### src/rtl/cfgSlavePkg.sv
package cfgSlavePkg;

  // Word offsets of the mapped registers
  localparam int unsigned REG_CTRL   = 0;
  localparam int unsigned REG_ENABLE = 1;
  localparam int unsigned REG_STATUS = 2;
  localparam int unsigned REG_HWSTAT = 3;

  // Strobes issued by the handshake control to the register datapath
  typedef struct packed {
    logic wrEn;
    logic rdEn;
  } accStrobe_t;

endpackage

### src/rtl/cfgSyncChain.sv
module cfgSyncChain #(
  parameter int STAGES = 2,
  parameter int WIDTH  = 2
) (
  input  logic             clk,
  input  logic             rstN,
  input  logic [WIDTH-1:0] din,
  output logic [WIDTH-1:0] dout
);

  for (genvar g = 0; g < STAGES; g++) begin : stg
    logic [WIDTH-1:0] q;
    if (g == 0) begin : first
      always_ff @(posedge clk or negedge rstN) begin
        if (!rstN) q <= '0;
        else       q <= din;
      end
    end else begin : later
      always_ff @(posedge clk or negedge rstN) begin
        if (!rstN) q <= '0;
        else       q <= stg[g-1].q;
      end
    end
  end

  assign dout = stg[STAGES-1].q;

endmodule

### src/rtl/cfgHandshakeCtrl.sv
module cfgHandshakeCtrl
  import cfgSlavePkg::*;
#(
  parameter int SYNC_STAGES = 2
) (
  input  logic       clk,
  input  logic       rstN,
  input  logic       sel,
  input  logic       rd,
  output accStrobe_t strobe,
  output logic       ackOn
);

  logic [1:0] syncOut;
  logic       selSync;
  logic       rdSync;
  logic       selPrev;
  logic       ackReg;
  logic       startAcc;

  cfgSyncChain #(.STAGES(SYNC_STAGES), .WIDTH(2)) uSync (
    .clk  (clk),
    .rstN (rstN),
    .din  ({rd, sel}),
    .dout (syncOut)
  );

  assign selSync = syncOut[0];
  assign rdSync  = syncOut[1];

  always_ff @(posedge clk or negedge rstN) begin
    if (!rstN) selPrev <= 1'b0;
    else       selPrev <= selSync;
  end

  // One access per rising edge of the synchronised select
  assign startAcc = selSync & ~selPrev;

  always_comb begin
    strobe.wrEn = startAcc & ~rdSync;
    strobe.rdEn = startAcc &  rdSync;
  end

  always_ff @(posedge clk or negedge rstN) begin
    if (!rstN)         ackReg <= 1'b0;
    else if (!selSync) ackReg <= 1'b0;
    else if (startAcc) ackReg <= 1'b1;
  end

  // Gate with the raw select so the bus output drops at once when deselected
  assign ackOn = ackReg & sel;

endmodule

### src/rtl/cfgRegBank.sv
module cfgRegBank
  import cfgSlavePkg::*;
#(
  parameter int DATA_W = 32,
  parameter int ADDR_W = 11,
  parameter int STAT_W = 8
) (
  input  logic              clk,
  input  logic              rstN,
  input  accStrobe_t        strobe,
  input  logic              ackOn,
  input  logic [ADDR_W-1:0] wordAddr,
  input  logic [DATA_W-1:0] wdata,
  input  logic [STAT_W-1:0] eventIn,
  input  logic [DATA_W-1:0] hwStatus,
  output logic [DATA_W-1:0] rdata,
  output logic [DATA_W-1:0] ctrlOut,
  output logic              irq
);

  logic [DATA_W-1:0] ctrlReg;
  logic [STAT_W-1:0] enableReg;
  logic [STAT_W-1:0] statusReg;
  logic [DATA_W-1:0] holdReg;
  logic [DATA_W-1:0] readVal;
  logic [STAT_W-1:0] clearMask;
  logic              hitCtrl, hitEnable, hitStatus, hitHw;

  assign hitCtrl   = (wordAddr == ADDR_W'(REG_CTRL));
  assign hitEnable = (wordAddr == ADDR_W'(REG_ENABLE));
  assign hitStatus = (wordAddr == ADDR_W'(REG_STATUS));
  assign hitHw     = (wordAddr == ADDR_W'(REG_HWSTAT));

  always_comb begin
    readVal = '0;
    if (hitCtrl)   readVal = ctrlReg;
    if (hitEnable) readVal = DATA_W'(enableReg);
    if (hitStatus) readVal = DATA_W'(statusReg);
    if (hitHw)     readVal = hwStatus;
  end

  always_ff @(posedge clk or negedge rstN) begin
    if (!rstN) begin
      ctrlReg   <= '0;
      enableReg <= '0;
    end else if (strobe.wrEn) begin
      if (hitCtrl)   ctrlReg   <= wdata;
      if (hitEnable) enableReg <= wdata[STAT_W-1:0];
    end
  end

  assign clearMask = (strobe.wrEn && hitStatus) ? wdata[STAT_W-1:0] : '0;

  // New events take priority over a clear in the same cycle
  always_ff @(posedge clk or negedge rstN) begin
    if (!rstN) statusReg <= '0;
    else       statusReg <= (statusReg & ~clearMask) | eventIn;
  end

  always_ff @(posedge clk or negedge rstN) begin
    if (!rstN)                           holdReg <= '0;
    else if (strobe.rdEn || strobe.wrEn) holdReg <= strobe.rdEn ? readVal : '0;
  end

  assign rdata   = ackOn ? holdReg : '0;
  assign ctrlOut = ctrlReg;
  assign irq     = |(statusReg & enableReg);

endmodule

### src/rtl/cfgAccessSlave.sv
module cfgAccessSlave
  import cfgSlavePkg::*;
#(
  parameter int DATA_W      = 32,
  parameter int ADDR_W      = 11,
  parameter int STAT_W      = 8,
  parameter int SYNC_STAGES = 2
) (
  input  logic              clk,
  input  logic              rstN,
  input  logic              sel,
  input  logic              rd,
  input  logic [ADDR_W-1:0] wordAddr,
  input  logic [DATA_W-1:0] wdata,
  output logic [DATA_W-1:0] rdata,
  output logic              ack,
  output logic              irq,
  input  logic [STAT_W-1:0] eventIn,
  input  logic [DATA_W-1:0] hwStatus,
  output logic [DATA_W-1:0] ctrlOut
);

  accStrobe_t strobe;
  logic       ackOn;

  cfgHandshakeCtrl #(.SYNC_STAGES(SYNC_STAGES)) uCtrl (
    .clk    (clk),
    .rstN   (rstN),
    .sel    (sel),
    .rd     (rd),
    .strobe (strobe),
    .ackOn  (ackOn)
  );

  cfgRegBank #(.DATA_W(DATA_W), .ADDR_W(ADDR_W), .STAT_W(STAT_W)) uBank (
    .clk      (clk),
    .rstN     (rstN),
    .strobe   (strobe),
    .ackOn    (ackOn),
    .wordAddr (wordAddr),
    .wdata    (wdata),
    .eventIn  (eventIn),
    .hwStatus (hwStatus),
    .rdata    (rdata),
    .ctrlOut  (ctrlOut),
    .irq      (irq)
  );

  assign ack = ackOn;

endmodule

### config.mk
export PLATFORM = sky130hd
export DESIGN_NAME = cfgAccessSlave
export DESIGN_NICKNAME = d
export VERILOG_FILES = /design/src/rtl/cfgSlavePkg.sv /design/src/rtl/cfgSyncChain.sv /design/src/rtl/cfgHandshakeCtrl.sv /design/src/rtl/cfgRegBank.sv /design/src/rtl/cfgAccessSlave.sv
export SDC_FILE = /design/constraint.sdc
export NUM_CORES = 1
export LEC_CHECK = 0
export CAP_MARGIN = 15
export CORE_MARGIN = 2
export CORE_UTILIZATION = 31
export DETAILED_ROUTE_END_ITERATION = 10
export PLACE_DENSITY_LB_ADDON = 0.12
export SLEW_MARGIN = 15
export SYNTH_ARGS = -nofsm -noshare
export SYNTH_HDL_FRONTEND = slang
export SYNTH_SLANG_ARGS = --single-unit
### constraint.sdc
create_clock -name clk -period 1.7 [get_ports clk]
set_input_delay 0.34 -clock clk [delete_from_list [all_inputs] [get_ports clk]]
set_output_delay 0.34 -clock clk [all_outputs]
set_load 0.02 [all_outputs]
==> metrics, run 1 <==
run status=finished, violations left; failing checks=negative setup slack; vias per cell=4.86; Cells after Synth=312; gr usage total=0.186; P_leak=3.66 nW; Hold EP=uCtrl.uSync.dout[0]$_DFF_PN0_; startpoint types=register; row cnt=41; Final Hold Fails=0; Pins Over Slew Limit=0; Vias=3321; Peak supply drop=0.482 mV; final setup margin=-29.5 ps; Hold Path Origin=uCtrl.uSync.stg[0].q[0]$_DFF_PN0_; Pwr Density=686 nW/um^2; Die Width=116 um; yosys warns=0; vias in the first global route=3538; DRC Markers=0; asr flop ratio synth=1.00; NetSw=978 uW; worst slew pin tran=466 ps; flop-to-flop setup slack=-30 ps; Layout Cells excl Fill=683; Layout Skew=4.38 ps; global-route wire length before repair=19300 um; EDFF count, synth=0; fmax=578 MHz; grt met3 use=0.0405; Combinational Power Share=0.098; Cell variety after synth=36; root buf cell=clkbuf_16; hold depth=0; gr ovfl total=0; critical path endpoint category=register; Worst-path clk slew=60 ps; clk buf depth=2; share of the synthesized area in the top cell type=0.549; I/O pin count=153; CTS tree=yes; met2 Usage GRT=0.300; Post-Route WL=12300 um; Core Area=12500 sq um; sw frac=0.210; Slew headroom=0.689; synthesized flop and latch total=86; mapped cell area=3920 sq um; RSZ-0062 raised after global routing=true; Clk network pwr share=0.458; GR peak layer=met2; Top FF cell, synth=dfrtp_1; detailed placement HPWL=7930 um; Multi-input gate area=1930 sq um; Tcrit/Tclk final=1.02; clk_lat worst skew=330 ps; die area=13600 sq um; FF+latch area=2150 sq um; GR met1 Demand/Resource=0.258; Layout area overhead=72.9%; TritonCTS buffer count=9; CP delay by family, top=simple AND/OR/NAND/NOR gates; Mapped Avg Cell Area=12.6 sq um; reg2reg end=uBank.holdReg[8]$_DFFE_PN0P_; main area contributors after synthesis=dfrtp_1 55%, mux2_2 11%, a21o_1 6.1%; CP Class=reg -> reg; cell taking the most area after synthesis=dfrtp_1; largest net degree at the start of global routing=32; worst-path cell chain=or4b_4, nor4_4, buf_6, buf_12, a22o_1, a21o_1; Sink Count=86; Max Cap Viol=0; first-iteration detailed-routing DRC count=176; Worst R2R Path Depth=6; Placed Cells=646; dpl ws=-662 ps; Buf/Inv on CP=2; Int Power=3.68 mW; class of the worst hold path=reg -> reg; Slowest cell on crit path=or4b_4; GP Congestion=0.734; fraction of final layout cells sized beyond drive strength 1=0.344; wire per inst=18.0 um; DRT antenna net count=0; Worst Path Required=1970 ps; fill cell total of the finished layout=1085; sequential fraction of design power=0.445; most common cell after layout, fill and taps aside=clkdlybuf4s50_1; die span in y=116 um; Inserted Diodes=0; initial antenna violation count=0; final-stage net count=594; Tmin final=1730 ps; DRT Pass-1 Iters=4; crit path DAT=2000 ps; slowest stage delay, CP=540 ps; register area share after synthesis=0.549; most frequent cells in the layout=86 x clkdlybuf4s50_1, 85 x dfrtp_1, 40 x mux2_4; Final setup viols=22; H-tree depth=3; Initial Util=0.315; Port Buffers=152; r2r startpoint=uCtrl.selPrev$_DFF_PN0_; CP max FO=12; syn nets=399
-- metrics by stage --
stage / cell area (sq um) / total power [mW] / hold slack [ps] / setup TNS (ps) / util
6_report: 6780 / 4.66 / 350 / -351 / 0.544
4_1_cts: 6470 / 4.71 / 352 / -2690 / 0.519
3_3_place_gp: 5890 / 2.52 / 318 / -60740 / 0.473
5_1_grt: 6780 / 4.83 / 365 / -3790 / 0.544
3_5_place_dp: 5890 / 2.52 / 326 / -61520 / 0.473
2_1_floorplan: 3950 / 2.18 / 44.4 / -3250 / -
-- worst max path at each step --
stage	startpoint	endpoint	slack, ps	cells after the start
floorplan	wordAddr[6]	uBank.enableReg[0]$_DFFE_PN0P_	-60	4
global placement	wordAddr[6]	uBank.ctrlOut[7]$_DFFE_PN0P_	-640	6
detailed placement	wordAddr[6]	uBank.ctrlOut[16]$_DFFE_PN0P_	-660	6
CTS	uCtrl.selPrev$_DFF_PN0_	uBank.holdReg[27]$_DFFE_PN0P_	-100	6
global route	uCtrl.selPrev$_DFF_PN0_	uBank.holdReg[11]$_DFFE_PN0P_	-140	6
finish	uCtrl.selPrev$_DFF_PN0_	uBank.holdReg[8]$_DFFE_PN0P_	-30	6
-- layout make-up --
class                   instances  share of cell area
multi-input cells             203               0.285
clock buffers                  11              0.0373
clock inverters                 4              0.0103
flip-flops and latches         86               0.317
repair buffers                205               0.317
well taps                     172              0.0317
inverters                       2             0.00111
-- state kept, by name, indices dropped and copies added, names as in the netlist --
register,flops
uCtrl.ackReg,1
uCtrl.uSync.stg.q,2
uBank.statusReg,8
uCtrl.uSync.dout,2
uBank.ctrlOut,32
uBank.enableReg,8
uCtrl.selPrev,1
uBank.holdReg,32
-- cell families (layout without fill, tap and decap cells) --
family                 Yosys count  count (layout)  share of synthesized area
AO/OA/AOI/OAI                   84              84                      0.168
buffers and inverters           23             222                     0.0297
flip-flops                      86              86                      0.549
AND/OR/NAND/NOR                 78              78                      0.136
multiplexers                    41              41                      0.118
-- power by group through the flow --
stage	Sequential, mW	Combinational [mW]	Clock [mW]
after floorplan	2.10	0.0762	0
after global placement	2.10	0.421	0
after detailed placement	2.10	0.418	0
after CTS	2.07	0.447	2.19
after global routing	2.07	0.490	2.27
final	2.07	0.454	2.13
-- Yosys cell counts, types with 2 or more instances --
cell	n
dfrtp_1	86
nand2_1	16
o221ai_1	7
buf_2	3
a22oi_1	4
nand4_1	2
nor4_4	3
a22o_1	24
a21o_1	32
a211o_1	7
mux2_2	40
buf_6	2
and2_1	2
and3_1	32
o21ai_0	7
inv_1	2
clkbuf_1	12
buf_4	3
nand2b_1	2
nor4_2	2
nor2b_1	8
nor2_1	2
-- repair_timing --
| item | in CTS | in global routing |
|---|---|---|
| buffers inserted | 13 | 0 |
| setup endpoints to repair | 115 | 96 |
| pin swaps | 8 | 17 |
| gates cloned | 6 | 2 |
| hold buffers | 1 | 0 |
| endpoints found under the hold margin | 29 | 0 |
| resized for setup | 225 | 84 |
-- metal layers --
metal	up-vias	part of all wire
li1	1566	-
met1	1641	0.46
met2	108	0.47
met3	6	0.061
met4	0	0.0062
met5	-	0
(Power assumes the default switching activity.)
==> run 2, diff against run 1 <==
--- a/config.mk
+++ b/config.mk
@@ -6,10 +6,14 @@
 export NUM_CORES = 1
 export LEC_CHECK = 0
 export CAP_MARGIN = 15
+export CELL_PAD_IN_SITES_DETAIL_PLACEMENT = 1
+export CELL_PAD_IN_SITES_GLOBAL_PLACEMENT = 1
 export CORE_MARGIN = 2
-export CORE_UTILIZATION = 31
+export CORE_UTILIZATION = 30
+export CTS_CLUSTER_DIAMETER = 30
 export DETAILED_ROUTE_END_ITERATION = 10
 export PLACE_DENSITY_LB_ADDON = 0.12
+export SKIP_LAST_GASP = 1
 export SLEW_MARGIN = 15
 export SYNTH_ARGS = -nofsm -noshare
 export SYNTH_HDL_FRONTEND = slang
==> run 2 against run 1 <==
Power down 3.0%. First-iteration DRC count down 41%. Sequential power about the same. Via count up 3.8%. The flow still finishes with violations (negative setup slack). Clock-buffer cell count up 3. Fmax down 6.0%. Global-route usage up 1.7 points. Highest routed layer unchanged.
==> metrics, run 2 (same netlist as run 1, synthesis figures left out) <==
Pwr Density=645 nW/um^2 (-6.1%); CTS tree=yes; DRT antenna net count=0 (unchanged); die span in y=118 um (+1.6%); FF+latch area=2150 sq um (unchanged); vias per cell=5.00 (+2.8%); critical path endpoint category=register; WL met3=622 um (-17%); wire per inst=21.6 um (+20%); worst slew pin tran=485 ps (+18.8 ps); highest routed metal layer=met4; Worst Path Required=1980 ps (about the same); run status=finished, violations left; largest net degree at the start of global routing=87 (+170%); Placed Cells=646 (unchanged); Vias=3448 (+3.8%); crit path DAT=2120 ps (+120 ps); Layout Skew=8.81 ps (+4.43 ps); Final Hold Fails=0 (unchanged); DRT Pass-1 Iters=4 (unchanged); area post-placement=5920 sq um (+0.42%); I/O pin count=153 (unchanged); TritonCTS buffer count=9 (unchanged); clk_lat worst skew=350 ps (+20 ps); Final setup viols=81 (+270%); final setup margin=-140 ps (-110 ps); fraction of final layout cells sized beyond drive strength 1=0.384 (+0.0397); reg2reg end=uBank.holdReg[18]$_DFFE_PN0P_; failing checks=negative setup slack; Sink Count=86 (unchanged); most common cell after layout, fill and taps aside=dfrtp_1; initial antenna violation count=0 (unchanged); CP Class=reg -> reg; first-iteration detailed-routing DRC count=103 (-41%); metal2 WL=7640 um (+32%); detailed placement HPWL=8680 um (+9.5%); clk buf depth=2 (unchanged); Hold Slack=17.5 ps (-333 ps); Peak supply drop=0.477 mV (-0.99%); Post-Route WL=14900 um (+22%); Multi-input gate area=2020 sq um (+4.4%); Inserted Diodes=0 (unchanged); Worst-path clk slew=60 ps (about the same); P_leak=3.73 nW (+2.0%); Port Buffers=152 (unchanged); root buf cell=clkbuf_16; Layout area overhead=78.5%; Slew headroom=0.677 (-0.0125); Layout Cells excl Fill=690 (+1.0%); flop-to-flop setup slack=-140 ps (-110 ps); global-route wire length before repair=21800 um (+13%); class of the worst hold path=in -> async; r2r startpoint=uCtrl.selPrev$_DFF_PN0_; Die Width=118 um (+1.6%); Tmin final=1840 ps (+110 ps); row cnt=41 (unchanged); Max Cap Viol=0 (unchanged); vias in the first global route=3852 (+8.9%); most frequent cells in the layout=85 x dfrtp_1, 76 x clkdlybuf4s50_1, 39 x mux2_4; DRC Markers=0 (unchanged); gr usage total=0.203 (+0.0169); H-tree depth=3 (unchanged); fill cell total of the finished layout=1290 (+19%); Tcrit/Tclk final=1.08 (+0.0650); startpoint types=register; Final Util=0.553 (+0.00857); cell area after layout=7000 sq um (+3.2%); fmax=544 MHz (-6.0%); die area=14000 sq um (+3.2%); RSZ-0062 raised after global routing=true; GP Congestion=0.728 (-0.80%); CP max FO=6 (-6); Pins Over Slew Limit=0 (unchanged); Worst R2R Path Depth=6 (unchanged); Metal-1 WL=6380 um (+13%); Core Area=12700 sq um (+1.6%); Initial Util=0.310 (-0.00510); gr ovfl total=0 (unchanged); final-stage net count=600 (+1.0%)
==> run 2: cell types whose count changed in the layout (fill, tap and decap cells not counted), moves of 6 or more <==
cell             before  now
and3_1               25    7
nand2_2               6    0
and3_4                7   25
clkdlybuf4s50_1      86   76
buf_6                29   37
dlygate4sd2_1        10   17
nand2_1               9   16
==> run 2: how the worst max path moves through the flow <==
| stage | from | endpoint |
|---|---|---|
| 2_1_floorplan | wordAddr[6] | uBank.enableReg[0]$_DFFE_PN0P_ |
| 3_3_place_gp | wordAddr[6] | uBank.ctrlOut[26]$_DFFE_PN0P_ |
| 3_5_place_dp | wordAddr[6] | uBank.ctrlOut[22]$_DFFE_PN0P_ |
| 4_1_cts | uCtrl.selPrev$_DFF_PN0_ | uBank.ctrlOut[17]$_DFFE_PN0P_ |
| 5_1_grt | uCtrl.selPrev$_DFF_PN0_ | uBank.holdReg[10]$_DFFE_PN0P_ |
| 6_report | uCtrl.selPrev$_DFF_PN0_ | uBank.holdReg[18]$_DFFE_PN0P_ |
==> run 2: repair_timing <==
item                                    in CTS  in global routing
endpoints found under the setup margin     119                133
buffers inserted                            19                  1
hold buffers                                 0                  0
gates resized for setup                    220                116
cloned                                       6                  4
pin swaps                                    7                  5
==> run 2: metal layers <==
metal / GRT usage / vias up
met5: 0 / -
li1: - / 1567
met3: 0.0367 / 16
met1: 0.249 / 1762
met4: 0.0655 / 0
met2: 0.360 / 103
==> run 2: worst max-delay path, stage by stage, from the launching register on <==
cell and delay (ps):
dfrtp_1 420, or4b_4 520, nor4_4 230, buf_6 200
clkbuf_16 170, a22o_1 130, a21o_1 90
==> run 2: power by group <==
group	switching, mW	total (mW)	internal (mW)	leakage (nW)
registers	0.00775	2.06	2.06	1.15
clock network	0.828	1.94	1.11	0.135
logic	0.214	0.510	0.296	2.45
total	1.05	4.52	3.47	3.73
==> run 2: metrics by stage <==
| step | worst slack (ps) | total power, mW | setup TNS (ps) |
|---|---|---|---|
| finish | -140 | 4.52 | -5320 |
| global route | -199 | 4.69 | -10460 |
| CTS | -153 | 4.53 | -8880 |
| detailed placement | -703 | 2.52 | -62410 |
| global placement | -655 | 2.52 | -60320 |
| floorplan | -62.1 | 2.18 | -3250 |
==> run 2: cell type report <==
cell class                      count  area share
Tap cell                          172      0.0307
Sequential cell                    86       0.307
Multi-Input combinational cell    203       0.288
Inverter                            2     0.00107
Clock buffer                       14      0.0391
Clock inverter                      2     0.00214
Timing Repair Buffer              211       0.331
==> run 3, diff against run 2 <==
--- a/config.mk
+++ b/config.mk
@@ -9,7 +9,7 @@
 export CELL_PAD_IN_SITES_DETAIL_PLACEMENT = 1
 export CELL_PAD_IN_SITES_GLOBAL_PLACEMENT = 1
 export CORE_MARGIN = 2
-export CORE_UTILIZATION = 30
+export CORE_UTILIZATION = 31
 export CTS_CLUSTER_DIAMETER = 30
 export DETAILED_ROUTE_END_ITERATION = 10
 export PLACE_DENSITY_LB_ADDON = 0.12
==> constraint.sdc (replaced) <==
create_clock -name clk -period 1.95 [get_ports clk]
set_input_delay 0.39 -clock clk [delete_from_list [all_inputs] [get_ports clk]]
set_output_delay 0.39 -clock clk [all_outputs]
set_load 0.02 [all_outputs]
==> run 3 against run 2 <==
Largest power group unchanged. Worst setup slack improved by 200 ps. Via count is 4.8% lower. Flip-flop and latch count unchanged. Sequential power decreased by 13%. Wire length decreased by 17%. Die area decreased by 3.1%. Largest cell class is now registers. Clock power fell by 9%. Power fell by 13%. The run now ends clean. First-iteration DRC count rose by 28%.
==> metrics, run 3 (same netlist as run 1, synthesis figures left out) <==
Layout Skew=5.61 ps (-3.21 ps); CP dominant cell by count=nor4_4; Inserted Diodes=0 (unchanged); CP Class=in -> reg; H-tree depth=3 (unchanged); I/O pin count=153 (unchanged); gr ovfl total=0 (unchanged); startpoint types=input port; Layout area overhead=60.9%; run status=completed; root buf cell=clkbuf_16; CP max FO=10 (+4); die span in y=116 um (-1.6%); Initial Util=0.315 (+0.00510); largest net degree at the start of global routing=87 (unchanged); vias per cell=4.93 (-1.4%); Die Width=116 um (-1.6%); TritonCTS buffer count=9 (unchanged); gr usage total=0.188 (-0.0152); fraction of final layout cells sized beyond drive strength 1=0.279 (-0.105); CTS tree=yes; final-stage net count=576 (-4.0%); Layout Cells excl Fill=666 (-3.5%); clk_lat worst skew=330 ps (-20 ps); Final Hold Fails=0 (unchanged); DRT Pass-1 Iters=4 (unchanged); DRT antenna net count=0 (unchanged); Buf/Inv on CP=3 (+1); most frequent cells in the layout=107 x clkdlybuf4s50_1, 86 x dfrtp_1, 40 x mux2_2; wire per inst=18.6 um (-14%); clk buf depth=2 (unchanged); Worst Path Required=2170 ps (+190 ps); Slowest cell on crit path=nor4_4; Sink Count=86 (unchanged); Post-Route WL=12400 um (-17%); RSZ-0062 raised after global routing=true; vias in the first global route=3653 (-5.2%); worst-path cell chain=clkdlybuf4s15_1, nor4_4, nand4_2, nor4_4, buf_4, bufbuf_16, mux2_2; Tmin final=1890 ps; Vias=3282 (-4.8%); critical path endpoint category=register; class of the worst hold path=in -> async; Slew headroom=0.690 (+0.0137); Port Buffers=152 (unchanged); GP Congestion=0.770 (+5.8%); Peak supply drop=0.373 mV (-22%); global-route wire length before repair=19500 um (-11%); area post-placement=5810 sq um (-1.8%); worst slew pin tran=465 ps (-20.5 ps); Max Cap Viol=0 (unchanged); Core Area=12500 sq um (-1.6%); row cnt=41 (unchanged); most common cell after layout, fill and taps aside=clkdlybuf4s50_1; crit path DAT=2110 ps (about the same); first-iteration detailed-routing DRC count=132 (+28%); slowest stage delay, CP=340 ps (-180 ps); Final setup viols=0 (-100%); Pins Over Slew Limit=0 (unchanged); Placed Cells=639 (-1.1%); Worst-path clk slew=60 ps (about the same); Pwr Density=622 nW/um^2 (-3.6%); detailed placement HPWL=8290 um (-4.6%); P_leak=3.09 nW (-17%); total negative setup slack=0 ps (+5320 ps); initial antenna violation count=0 (unchanged); DRC Markers=0 (unchanged); total power=3.92 mW (-13%); CP delay by family, top=simple AND/OR/NAND/NOR gates; cell area after layout=6310 sq um (-9.9%); die area=13600 sq um (-3.1%); fmax=529 MHz; Tcrit/Tclk final=0.970
==> run 3: changes by cell type in the layout (fill, tap and decap cells not counted), sizes merged, moves of 2 or more <==
cell           change
buf               -55
clkbuf             -5
clkdlybuf4s15     +32
clkdlybuf4s50     +31
clkinv             +4
clkinvlp           -2
dlygate4sd2       -11
dlymetal6s2s      -19
==> run 3: worst paths after layout <==
check                                           endpoint                         startpoint  cells after the start  slack [ps]
min reg2reg                uCtrl.uSync.dout[1]$_DFF_PN0_  uCtrl.uSync.stg[0].q[1]$_DFF_PN0_                      0         350
min                        uBank.ctrlOut[16]$_DFFE_PN0P_                               rstN                      2          90
min in group clk           uCtrl.uSync.dout[1]$_DFF_PN0_  uCtrl.uSync.stg[0].q[1]$_DFF_PN0_                      0         350
max in group asynchronous   uBank.holdReg[7]$_DFFE_PN0P_                               rstN                      2        1500
max                        uBank.ctrlOut[15]$_DFFE_PN0P_                        wordAddr[6]                      7          60
max reg2reg                 uBank.statusReg[6]$_DFF_PN0_            uCtrl.selPrev$_DFF_PN0_                      6         100
==> run 3: routing by layer <==
| metal | routed length [um] | GRT usage | up-vias | share of wire |
|---|---|---|---|---|
| met5 | 0 | 0 | - | 0 |
| li1 | - | - | 1518 | - |
| met1 | 5460 | 0.240 | 1648 | 0.44 |
| met2 | 6160 | 0.333 | 106 | 0.50 |
| met4 | 153 | 0.0532 | 0 | 0.012 |
| met3 | 583 | 0.0275 | 10 | 0.047 |
==> run 3: per-stage QoR <==
stage           util  setup slack (ps)  hold slack (ps)
4_1_cts        0.505             -91.7              114
6_report       0.506              58.7             89.5
5_1_grt        0.506             -57.6              121
3_5_place_dp   0.466              -537              337
2_1_floorplan      -              81.2             94.4
3_3_place_gp   0.466              -474              334
==> run 3: layout make-up <==
class,count,area (sq um)
fill,1329,6160
sequential,86,2150
timing repair buffer,187,1940
multi-input combinational,203,1680
clock buffer,11,253
tap,172,215
clock inverter,5,57.6
inverter,2,7.51
==> run 3: power breakdown <==
group	leakage, nW	internal [mW]	switching [mW]
Combinational	1.78	0.203	0.153
Sequential	1.15	1.79	0.00573
Clock	0.155	1.06	0.704
==> run 3: repair_timing <==
item	in CTS	in global routing
gates cloned	3	0
setup endpoints to repair	83	54
hold buffers	0	0
buffers inserted	6	2
gates resized for setup	118	6
pin swaps	5	3
